## src/rtl/vlpi_ack_unit.sv

```systemverilog
module vlpi_ack_unit #(
  parameter int ID_W    = 16,
  parameter int SPUR_ID = 1023
) (
  input  logic            clk,
  input  logic            rst_n,
  input  logic            rd_valid,
  input  logic            rd_ack,
  input  logic            rd_grp,
  input  logic            sel_vlpi,
  input  logic [ID_W-1:0] vlpi_id,
  input  logic            vlpi_grp,
  input  logic [7:0]      vlpi_prio,
  input  logic [7:0]      gprio_mask,
  input  logic [2:0]      prio_bits,
  input  logic            vif_en,
  input  logic [7:0]      vpmr,
  input  logic            dbg_grp,
  input  logic [1:0]      dbg_word,
  output logic            rsp_valid,
  output logic [ID_W-1:0] rsp_id,
  output logic            clr_pulse,
  output logic [ID_W-1:0] clr_id,
  output logic [31:0]     dbg_apr
);
  localparam int MAXPB    = 7;
  localparam int MINPB    = 5;
  localparam int APR_BITS = 1 << MAXPB;
  localparam int IW       = MAXPB;

  logic [APR_BITS-1:0] apr_q [2];

  logic [2:0] pb_eff;
  logic [1:0] shamt;
  logic [7:0] masked;
  logic [7:0] idx_w;
  logic [IW-1:0] bit_idx;
  logic [APR_BITS-1:0] act_all;
  logic [IW-1:0] low_idx;
  logic any_act;
  logic [9:0] rp_w;
  logic [7:0] rprio;
  logic preempt, grp_ok, ack_ok, hp_ok;

  assign pb_eff  = (prio_bits < 3'(MINPB)) ? 3'(MINPB) : prio_bits;
  assign shamt   = 2'(4'd8 - {1'b0, pb_eff});
  assign masked  = vlpi_prio & gprio_mask;
  assign idx_w   = masked >> shamt;
  assign bit_idx = idx_w[IW-1:0];
  assign act_all = apr_q[0] | apr_q[1];
  assign any_act = |act_all;

  always_comb begin
    low_idx = '0;
    for (int i = APR_BITS - 1; i >= 0; i--)
      if (act_all[i]) low_idx = IW'(i);
  end

  assign rp_w  = {3'b000, low_idx} << shamt;
  assign rprio = any_act ? rp_w[7:0] : 8'hFF;

  assign preempt = vif_en && (vlpi_prio < vpmr) &&
                   (!any_act || (masked < (rprio & gprio_mask)));
  assign grp_ok  = (vlpi_grp == rd_grp);
  assign ack_ok  = rd_valid && rd_ack && sel_vlpi && grp_ok && preempt;
  assign hp_ok   = rd_valid && !rd_ack && sel_vlpi && grp_ok;

  always_ff @(posedge clk) begin
    if (!rst_n) begin
      rsp_valid <= 1'b0;
      rsp_id    <= '0;
      clr_pulse <= 1'b0;
      clr_id    <= '0;
      apr_q[0]  <= '0;
      apr_q[1]  <= '0;
    end else begin
      rsp_valid <= rd_valid;
      rsp_id    <= !rd_valid ? '0 : ((ack_ok || hp_ok) ? vlpi_id : ID_W'(SPUR_ID));
      clr_pulse <= ack_ok;
      clr_id    <= ack_ok ? vlpi_id : '0;
      if (ack_ok) apr_q[vlpi_grp][bit_idx] <= 1'b1;
    end
  end

  assign dbg_apr = apr_q[dbg_grp][{dbg_word, 5'b00000} +: 32];

  AST_CLR_WITH_RSP: assert property (@(posedge clk) disable iff (!rst_n)
    clr_pulse |-> (rsp_valid && rsp_id == clr_id));

  AST_APR_STICKY0: assert property (@(posedge clk) disable iff (!rst_n)
    (apr_q[0] & $past(apr_q[0])) == $past(apr_q[0]));

  AST_APR_STICKY1: assert property (@(posedge clk) disable iff (!rst_n)
    (apr_q[1] & $past(apr_q[1])) == $past(apr_q[1]));

  AST_APR_ONLY_ON_ACK: assert property (@(posedge clk) disable iff (!rst_n)
    !$past(ack_ok) |-> ($stable(apr_q[0]) && $stable(apr_q[1])));

  AST_SPUR_UNSELECTED: assert property (@(posedge clk) disable iff (!rst_n)
    (rsp_valid && !$past(sel_vlpi)) |-> rsp_id == ID_W'(SPUR_ID));

  AST_RSP_NEEDS_REQ: assert property (@(posedge clk) disable iff (!rst_n)
    rsp_valid |-> $past(rd_valid));

  AST_CLR_NEEDS_ACK: assert property (@(posedge clk) disable iff (!rst_n)
    clr_pulse |-> $past(rd_ack && sel_vlpi && vif_en));
endmodule

```

## config.mk

```make
export PLATFORM = sky130hd
export DESIGN_NAME = vlpi_ack_unit
export DESIGN_NICKNAME = d
export VERILOG_FILES = /design/src/rtl/vlpi_ack_unit.sv
export SDC_FILE = /design/constraint.sdc
export NUM_CORES = 1
export LEC_CHECK = 0
export BUFFER_PORTS_ARGS = -buffer_cell sky130_fd_sc_hd__buf_2
export CAP_MARGIN = 10
export CORE_MARGIN = 10
export CORE_UTILIZATION = 52
export CTS_BUF_LIST = sky130_fd_sc_hd__clkbuf_8
export CTS_CLUSTER_DIAMETER = 50
export DETAILED_ROUTE_END_ITERATION = 8
export GPL_TIMING_DRIVEN = 1
export PLACE_DENSITY = 0.75
export REMOVE_ABC_BUFFERS = 1
export SYNTH_ARGS = -nofsm -noshare
export SYNTH_HDL_FRONTEND = slang
export SYNTH_SLANG_ARGS = --single-unit
export TNS_END_PERCENT = 5
```

## constraint.sdc

```tcl
create_clock -name clk -period 13.3 [get_ports clk]
set_input_delay 1.33 -clock clk [delete_from_list [all_inputs] [get_ports clk]]
set_output_delay 1.33 -clock clk [all_outputs]
set_load 0.05 [all_outputs]
```

### Yosys cells after proc, flatten, opt, wreduce, memory -nomap -nowiden

Memories as Yosys holds them, arrays and structs flattened.
Cells that the tools add are included.

* register bits: 34
* memory bits (writable): 256
* input bits: 54
* output and inout port bits: 66
* memories kept: 1

* $add $sub $neg: 1
* $lt $le $gt $ge: 5
* eq/ne operators: 1
* shift operators: 3
* muxes and demuxes: 140
* bitwise operators: 3
* reductions and logical operators: 19

Memories
* apr_q: words 2, bits a word 128, rd ports 3, clocked after memory_dff 0, wr ports 2, line 31 `logic [APR_BITS-1:0] apr_q [2];`

Operator list (number)
* two-way mux 7 bit: 128
* two-way mux 128 bit: 3
* OR reduction 128 bit: 2
* bitwise OR 128 bit: 1
* variable part select 128 x 8 -> 32 bit: 1
* AND 8 bit: 2
* < comparator 8 bit: 2
* logical AND 1 bit: 10
* two-way mux 10 bit: 1
* < comparator 7 x 8 -> 1 bit, second input constant: 1
* two-way mux 8 bit: 1
* << shifter 7 x 2 -> 8 bit: 1
* right shift 8 x 2 -> 7 bit: 1
* demux 1 bit (select 7 bit): 1
* >= comparator 7 x 1 -> 1 bit, second input constant: 1
* two-way mux 1 bit: 5
* AND reduction 2 bit: 2
* < comparator 3 bit, second input constant: 1
* AND reduction 3 bit: 1
* logical NOT 1 bit: 2
* logical OR 1 bit: 2
* two-way mux 2 bit: 1
* subtractor 1 x 2 -> 2 bit, first input constant: 1
* equality test 1 bit: 1

### Logic depth before layout (Yosys ltp)

Gate-level depths: netlist of run 1.
An unclocked memory read counts as a cell.

* word-level depth: 142
* depth in mapped cells: 20
* gate-level depth less buffers: 17

### Least setup slack after synthesis of run 1

Ideal clock, no wire load.

* path type: input-to-reg
* start point: input port prio_bits[0]
* end point: memory apr_q[0][61] (netlist name)
* setup time: 70 ps
* arrival: 4744 ps
* setup slack: 8486 ps
* stages on the path: 17
* buffers on the path: 6
* path through: clkbuf_1 clkbuf_1 buf_1 nand3_1 o2bb2a_1 ha_1 o21a_1 o21a_1 o211ai_1 a21oi_1 a211o_1 a221oi_4 buf_8 buf_8 nand3_4 buf_6 o21ai_2

RTL lines
* start: declaration: line 15 `input logic [2:0] prio_bits,`
* end: declaration: line 31

==> results of run 1 <==
==> worst min-delay path: cells and delay by family (launching register included) <==
kind               cells  cell delay [ps]
and+or+nand+nor        1               60
DFF                    1              330
AOI/OAI and AO/OA      1               50
==> cell type report <==
class	instances	share of cell area
Timing Repair Buffer	129	0.04326
Tap cell	341	0.02707
Clock inverter	26	0.01119
Clock buffer	62	0.05414
Inverter	15	0.003572
Sequential cell	290	0.3683
Multi-Input combinational cell	1179	0.4925
==> path summary, 6_finish.rpt <==
kind	cells after the start	slack (ps)	end
max	17	6040	apr_q[1][119]
min	2	480	apr_q[0][81]
max reg2reg	17	6040	apr_q[1][119]
min reg2reg	2	480	apr_q[0][81]
==> per-layer routing <==
metal | wire [um] | up-vias | global-route usage | part of all wire
met5 | 0 | - | 0 | 0
met1 | 19050 | 6364 | 0.3561 | 0.41
met3 | 4193 | 96 | 0.04824 | 0.089
li1 | - | 5991 | - | -
met4 | 1421 | 0 | 0.09276 | 0.030
met2 | 22200 | 645 | 0.4348 | 0.47
==> registers in the layout (all words and copies together), names as in the netlist <==
register,cells
apr_q,256
clr_id,16
rsp_valid,1
rsp_id,16
clr_pulse,1
==> where the power goes <==
group | leakage, nW | switching [mW] | internal, mW | total (mW)
logic | 3.45 | 0.0666 | 0.0299 | 0.0965
clock network | 0.574 | 0.371 | 0.459 | 0.830
registers | 2.34 | 0.000623 | 0.871 | 0.872
==> synth_stat cells (all sizes together) (3+ instances only) <==
cell type  instances  area, um2
nor2             107      401.6
mux4              64       1441
inv               14      52.55
o21ai            278       1466
o31ai             16      120.1
o211ai             9      67.56
a21oi             23      115.1
ha                14      175.2
or4               45      367.9
a2111oi            7      61.31
a21o               6      45.04
nor3              22      110.1
mux2              32      360.4
buf               24      140.1
dfxtp            290       5806
nand4             12      81.33
o21a              14      105.1
clkbuf            68      255.2
nor4              59      439.2
o311ai             6      52.55
nand2            319       1200
o31a               3      26.28
a211oi            11      82.58
o2111ai            4      35.03
nand2b             7      43.79
a211o              3      26.28
a31oi              8      50.05
nand3             38      297.8
and3b              6      52.55
o41ai              5      43.79
nor2b              4      25.02
and2              24      150.1
==> cell families (layout without fill, tap and decap cells) <==
group                    count (synthesis)  after routing  share of synthesized area
AO/OA/AOI/OAI                          415            415                     0.1797
XOR/XNOR                                 1              1                  0.0006248
adder cells (fa/ha/maj)                 14             14                    0.01249
buffers and inverters                  107            232                    0.03222
flip-flops                             290            290                     0.4141
multiplexers                            98             98                     0.1299
AND/OR/NAND/NOR                        651            651                     0.2310
==> per-stage QoR <==
stage          power [mW]  area [um2]  worst slack [ps]  hold WS, ps  utilization
2_1_floorplan      0.9374       13620              8164        444.5            -
3_3_place_gp       0.9830       14700              6376        462.7       0.5501
3_5_place_dp       0.9850       14700              6285        469.0       0.5501
4_1_cts             1.800       15730              6253        476.9       0.5887
5_1_grt             1.852       15760              5720        504.4       0.5898
6_report            1.799       15760              6042        479.7       0.5898
==> run summary, run 1 <==
Final Setup Violations - 0
mean area per synthesized cell - 8.896 um2
post-CTS sizing - 0
Post-synth ARST share - 0
# hold bufs at CTS - 0
# rows - 60
Unique masters post-synth - 70
pin count of the biggest net entering global routing - 108
RSZ-0062 raised after global routing - false
fin. max-slew vios - 0
skew final - 28.99 ps
clk root buf - clkbuf_8
DRC Markers - 0
die area - 0.03393 mm2
CP Capture Type - flip-flop
worst hold start - apr_q[0][81]
Crit-path slowest cell - nand3_1
Vias - 13.10k
crit path DAT - 7720 ps
Reg area - 0.005806 mm2
Multi-input gate area - 0.007762 mm2
post-CTS setup buffers - 0
slowest stage delay, CP - 890 ps
Remaining Overflow, GRT - 0
fmax - 137.8 MHz
DR WL/cell - 22.95 um
1st-iter DRT viols - 1,691
final hold violation count - 0
TritonCTS Sinks - 290
synthesis warning total - 0
CTS Buffer Depth - 3
Worst Tran Pin Value - 1169 ps
I/O Buffers - 118
Area Overhead vs Synth - 12.43%
Critical Path RT - 13,760 ps
placed cells - 1,950
Worst Setup Path Type - flip-flop to flip-flop
crit path launch - apr_q[0][112]
Synth Flop Type - dfxtp_1
initial core utilization - 0.5246
Max-Cap Viols - 0
Tmin final - 7258 ps
drt total wl - 46,860 um
CP top delay family - compound AO/OA/AOI/OAI gates
CTS H-tree depth - 2
Worst-Skew Late Latency - 580 ps
register area share after synthesis - 0.4141
status - finished, final reports clean
post-synth design cell area - 0.01402 mm2
Die H - 184.2 um
die width - 184.2 um
Num CTS Buffers - 50
fin cells - 2,042
remaining antenna violation count - 0
Syn Inst Count - 1,576
HPWL Detailed - 32,360 um
core area - 0.02673 mm2
CP Buf/Inv Count - 1
nets - 1,733
Routability Congestion - 0.9691
vias in the first global route - 12.32k
VDD IR-drop max - 93.53 uV
Min-Delay Path Class - flip-flop to flip-flop
layout cells sized above 1 - 0.2087
commonest non-fill, non-tap cells in the layout - nand2_1, dfxtp_1, o21ai_0
# IOs - 120
GR Util All Layers - 0.2695
drt first pass iters - 5
Max FO, Critical Path - 19
CTS tree - built
Slew HR - 0.2182
commonest non-fill, non-tap cell in the layout - nand2_1
DR vias/cell - 6.413
clk slew on worst S/H paths - 60 ps
number of synthesized flops with an enable pin - 0
CP cell instances - nor4_1, o311ai_0, o211ai_1, a311oi_1, o41ai_1, nand4_1, o41a_1, ha_1, o21a_1, o21a_1, o211ai_1, a21oi_1, a211o_1, a221oi_4, buf_4, nand3_1, o21ai_0
Pleak - 6.365 nW
Synth Register Bits - 290
period utilization - 0.5457
initial antenna violation count - 0
Critical R2R Launch - apr_q[0][112]
first-pass GRT wire length - 71,540 um
PwrDens - 114.1 mW/mm2
Fillers - 2,391
critical path launch point type - flip-flop
Setup TNS - 0 ps
ANT cells - 0
Note: power is estimated with default switching activity, not from simulation.
==> inputs of run 2 (changes only) <==
Settings changed: PLACE_DENSITY 0.75 to 0.78.
Clock period 13.3 ns to 6 ns, I/O delays scaled along.
==> run summary, run 2 (synthesis gave the netlist of run 1 again) <==
status - finished, final reports clean
Min-Delay Path Class - input port to flip-flop
Critical R2R Launch - apr_q[0][92]
Area Overhead vs Synth - 13.35%
DR vias/cell - 6.374
DR WL/cell - 22.32 um
Vias - 13.12k
Routability Congestion - 1.015
post-CTS setup buffers - 0
Num CTS Buffers - 50
I/O Buffers - 118
fin util - 0.5946
final hold violation count - 0
CP Capture Type - flip-flop
Tot Pwr - 3.986 mW
# rows - 60
worst hold start - vlpi_id[6]
Remaining Overflow, GRT - 0
CP top delay family - compound AO/OA/AOI/OAI gates
drt first pass iters - 6
CP cell instances - or4_1, a2111oi_0, a311oi_1, o41ai_1, nand4_1, o41a_1, ha_1, o21a_1, o21a_1, o211ai_1, a21oi_1, a211o_1, a221oi_4, buf_12, nand3_2, o21ai_0
initial antenna violation count - 0
CTS tree - built
commonest non-fill, non-tap cell in the layout - nand2_1
skew final - 31.15 ps
die area - 0.03393 mm2
PwrDens - 250.8 mW/mm2
nets - 1,746
layout cells sized above 1 - 0.2139
remaining antenna violation count - 0
CTS H-tree depth - 2
Setup TNS - 0 ps
CP Buf/Inv Count - 1
Worst-Skew Late Latency - 590 ps
RSZ-0062 raised after global routing - false
Tmin final - 5592 ps
clk root buf - clkbuf_8
DRC Markers - 0
# IOs - 120
largest registers in the final layout - apr_q: 256 flops, clr_id: 16 flops, rsp_id: 16 flops
HPWL Detailed - 32,050 um
die width - 184.2 um
fin. max-slew vios - 0
Die H - 184.2 um
initial core utilization - 0.5246
Max-Cap Viols - 0
most frequent CP cell - o21a_1
fmax - 178.8 MHz
first-pass GRT wire length - 69,420 um
reg-to-reg slack, setup - 410 ps
worst hold path depth - 2
Crit-path slowest cell - o41ai_1
CTS Buffer Depth - 3
flip-flop count of the largest register after layout - 256
core area - 0.02673 mm2
period utilization - 0.9320
Final Setup Violations - 0
slowest stage delay, CP - 640 ps
Worst Tran Pin Value - 1238 ps
reg2reg end - apr_q[0][122]
critical path launch point type - flip-flop
post-CTS sizing - 0
Reg2Reg Depth - 16
Critical Path RT - 6490 ps
largest register by flop count - apr_q
pin count of the biggest net entering global routing - 104
# hold bufs at CTS - 0
Pleak - 6.449 nW
drt total wl - 45,930 um
Worst Setup Path Type - flip-flop to flip-flop
crit path DAT - 6080 ps
vias in the first global route - 12.28k
commonest non-fill, non-tap cells in the layout - nand2_1, dfxtp_1, o21ai_0
VDD IR-drop max - 119.2 uV
WHS Endpoint - clr_id[6]
Slew HR - 0.1638
clk slew on worst S/H paths - 60 ps
Max FO, Critical Path - 22
1st-iter DRT viols - 1,747
TritonCTS Sinks - 290
GR Util All Layers - 0.2612
run 2: changes by cell type in the layout (fill, tap and decap cells not counted):
cell,change
buf_4,+11
clkbuf_8,+4
clkinv_2,-3
clkinvlp_4,-3
inv_1,+3
inv_6,+2
buf_12,+1
bufinv_16,-1
clkbuf_4,+1
diode_2,+1
run 2: worst reg2reg max path, stage by stage (launching register included):
cell and delay, ps:
dfxtp_1 330, or4_1 610, a2111oi_0 500, a311oi_1 170, o41ai_1 640, nand4_1 310, o41a_1 440, ha_1 290
o21a_1 100, o21a_1 160, o211ai_1 150, a21oi_1 80, a211o_1 330, a221oi_4 350, buf_12 230, nand3_2 430
o21ai_0 370
run 2: how the worst max path moves through the flow:
stage	start	to	slack [ps]	cells after the start
2_1_floorplan	apr_q[0][92]	apr_q[1][120]	860	15
3_3_place_gp	apr_q[0][92]	apr_q[0][66]	610	16
3_5_place_dp	apr_q[0][92]	apr_q[0][122]	510	16
4_1_cts	apr_q[0][92]	apr_q[0][122]	470	16
5_1_grt	apr_q[0][126]	apr_q[0][18]	110	16
6_report	apr_q[0][92]	apr_q[0][122]	410	16
run 2: report_power, final:
part           switching [mW]  total [mW]  internal (mW)
Clock                   0.815        1.84           1.03
Combinational           0.145       0.210         0.0651
Sequential            0.00140        1.93           1.93
run 2: area by class of cell:
class	instances	area (um2)
clock buffers	66	908.4
inverters	15	56.30
well taps	341	426.7
fillers	2330	10830
diodes	1	2.502
repair buffers	142	792.0
flip-flops and latches	290	5806
clock inverters	24	137.6
multi-input cells	1179	7762
run 2: routing by layer:
| metal | GRT usage | up-vias | share of wire |
|---|---|---|---|
| met5 | 0 | - | 0 |
| met4 | 0.1183 | 0 | 0.045 |
| met3 | 0.06438 | 132 | 0.11 |
| met2 | 0.4160 | 759 | 0.46 |
| met1 | 0.3277 | 6201 | 0.39 |
| li1 | - | 6026 | - |
run 2: stage by stage:
step,instances,setup WS [ps],cell area (um2),hold WS (ps)
5_1_grt,2057,111.7,15890,235.3
3_3_place_gp,1965,614.4,14830,466.6
4_1_cts,2055,467.1,15870,223.2
2_1_floorplan,1484,864.5,13620,444.5
3_5_place_dp,1965,505.4,14830,474.4
6_report,2058,408.1,15890,240.6
==> inputs of run 3 (changes only) <==
Settings changed: CORE_ASPECT_RATIO set to 1.1, CORE_UTILIZATION 52 to 56, PLACE_DENSITY 0.78 to 0.83.
==> run summary, run 3 (synthesis gave the netlist of run 1 again) <==
DR vias/cell - 6.505
pin count of the biggest net entering global routing - 105
CTS tree - built
flip-flop count of the largest register after layout - 256
Setup TNS - 0 ps
nets - 1,747
status - finished, final reports clean
VDD IR-drop max - 241.4 uV
drt total wl - 45,110 um
fmax - 179.3 MHz
CP cell instances - nor2_1, nand2_1, o41ai_1, nand4_1, o41ai_1, buf_4, nand4_1, o41a_1, ha_1, o21a_1, o21a_1, o211ai_1, a21oi_1, a211o_1, a221oi_4, buf_4, nand3_4, o21ai_0
clk slew on worst S/H paths - 60 ps
I/O Buffers - 118
# hold bufs at CTS - 0
remaining antenna violation count - 0
largest register by flop count - apr_q
Worst-Skew Late Latency - 570 ps
clk root buf - clkbuf_8
Max FO, Critical Path - 33
Pleak - 6.382 nW
initial antenna violation count - 0
Tmin final - 5577 ps
HPWL Detailed - 32,170 um
layout cells sized above 1 - 0.2108
Num CTS Buffers - 47
die width - 170.9 um
largest registers in the final layout - apr_q: 256 flops, clr_id: 16 flops, rsp_id: 16 flops
PwrDens - 240.4 mW/mm2
Vias - 13.13k
period utilization - 0.9295
skew final - 25.94 ps
RSZ-0062 raised after global routing - false
ANT cells - 0
first-pass GRT wire length - 69,850 um
Slew HR - 0.1926
GR Util All Layers - 0.2791
Fillers - 2,016
initial core utilization - 0.5711
vias in the first global route - 12.48k
CTS H-tree depth - 2
final hold violation count - 0
Routability Congestion - 1.039
Die H - 185.9 um
Min-Delay Path Class - input port to flip-flop
# rows - 60
slowest stage delay, CP - 560 ps
crit path DAT - 6040 ps
CTS Buffer Depth - 3
critical path launch point type - flip-flop
DRC Markers - 0
CP Capture Type - flip-flop
die area - 0.03177 mm2
fin. max-slew vios - 0
Worst Setup Path Type - flip-flop to flip-flop
Worst Tran Pin Value - 1211 ps
Crit-path slowest cell - o41ai_1
Max-Cap Viols - 0
# IOs - 120
Remaining Overflow, GRT - 0
Area Overhead vs Synth - 12.17%
DR WL/cell - 22.35 um
drt first pass iters - 7
commonest non-fill, non-tap cell in the layout - nand2_1
commonest non-fill, non-tap cells in the layout - nand2_1, dfxtp_1, o21ai_0
TritonCTS Sinks - 290
Critical Path RT - 6460 ps
core area - 0.02455 mm2
Tot Pwr - 3.781 mW
Final Setup Violations - 0
1st-iter DRT viols - 1,576
-- run 3: final cells by class --
| class | instances | area (um2) | area share |
|---|---|---|---|
| Inverter | 15 | 56.30 | 0.003580 |
| Clock buffer | 59 | 812.0 | 0.05164 |
| Tap cell | 310 | 387.9 | 0.02466 |
| Multi-Input combinational cell | 1179 | 7769 | 0.4940 |
| Clock inverter | 19 | 86.33 | 0.005490 |
| Sequential cell | 290 | 5806 | 0.3692 |
| Timing Repair Buffer | 146 | 809.5 | 0.05148 |
-- run 3: path summary, 6_finish.rpt --
path,from,to,slack [ps],cells past startpoint
worst max register to register,apr_q[0][62],apr_q[0][22],420,18
worst min-delay path,vlpi_id[11],clr_id[11],260,2
worst min register to register,apr_q[0][80],apr_q[0][80],480,2
worst max-delay path,apr_q[0][62],apr_q[0][22],420,18
-- run 3: where the power goes --
group          internal (mW)  switching (mW)
Combinational         0.0652           0.145
Sequential              1.93         0.00141
Clock                  0.878           0.760
Total                   2.87           0.906
-- run 3: metrics by stage --
stage,utilization,setup slack [ps],instance area (um2),std cells,hold WS [ps]
6_report,0.6406,423.1,15730,2018,257.8
5_1_grt,0.6406,53.69,15730,2018,251.4
4_1_cts,0.6395,525.3,15700,2015,239.0
3_5_place_dp,0.6029,516.3,14800,1937,475.6
3_3_place_gp,0.6029,677.8,14800,1937,462.8
2_1_floorplan,-,864.5,13620,1484,444.5
-- run 3: metal layers --
layer  global-route usage  routed length [um]  vias to the layer above
met4               0.1082                1632                        0
met3              0.06357                4810                      121
met5                    0                   0                        -
met1               0.3528               17220                     6244
met2               0.4544               21440                      747
li1                     -                   -                     6015
-- run 3: timing repair --
item | in CTS | in global routing
resized for setup | 0 | 1
endpoints found under the setup margin | 0 | 3
buffers inserted | 0 | 0
-- run 3: critical path: cells and delay by family, from the launching register on --
family	cells	cell delay, ps
AND/OR/NAND/NOR	5	1460
flip-flops	1	330
AO/OA/AOI/OAI	10	2770
adder cells (fa/ha/maj)	1	290
buffers and inverters	2	620
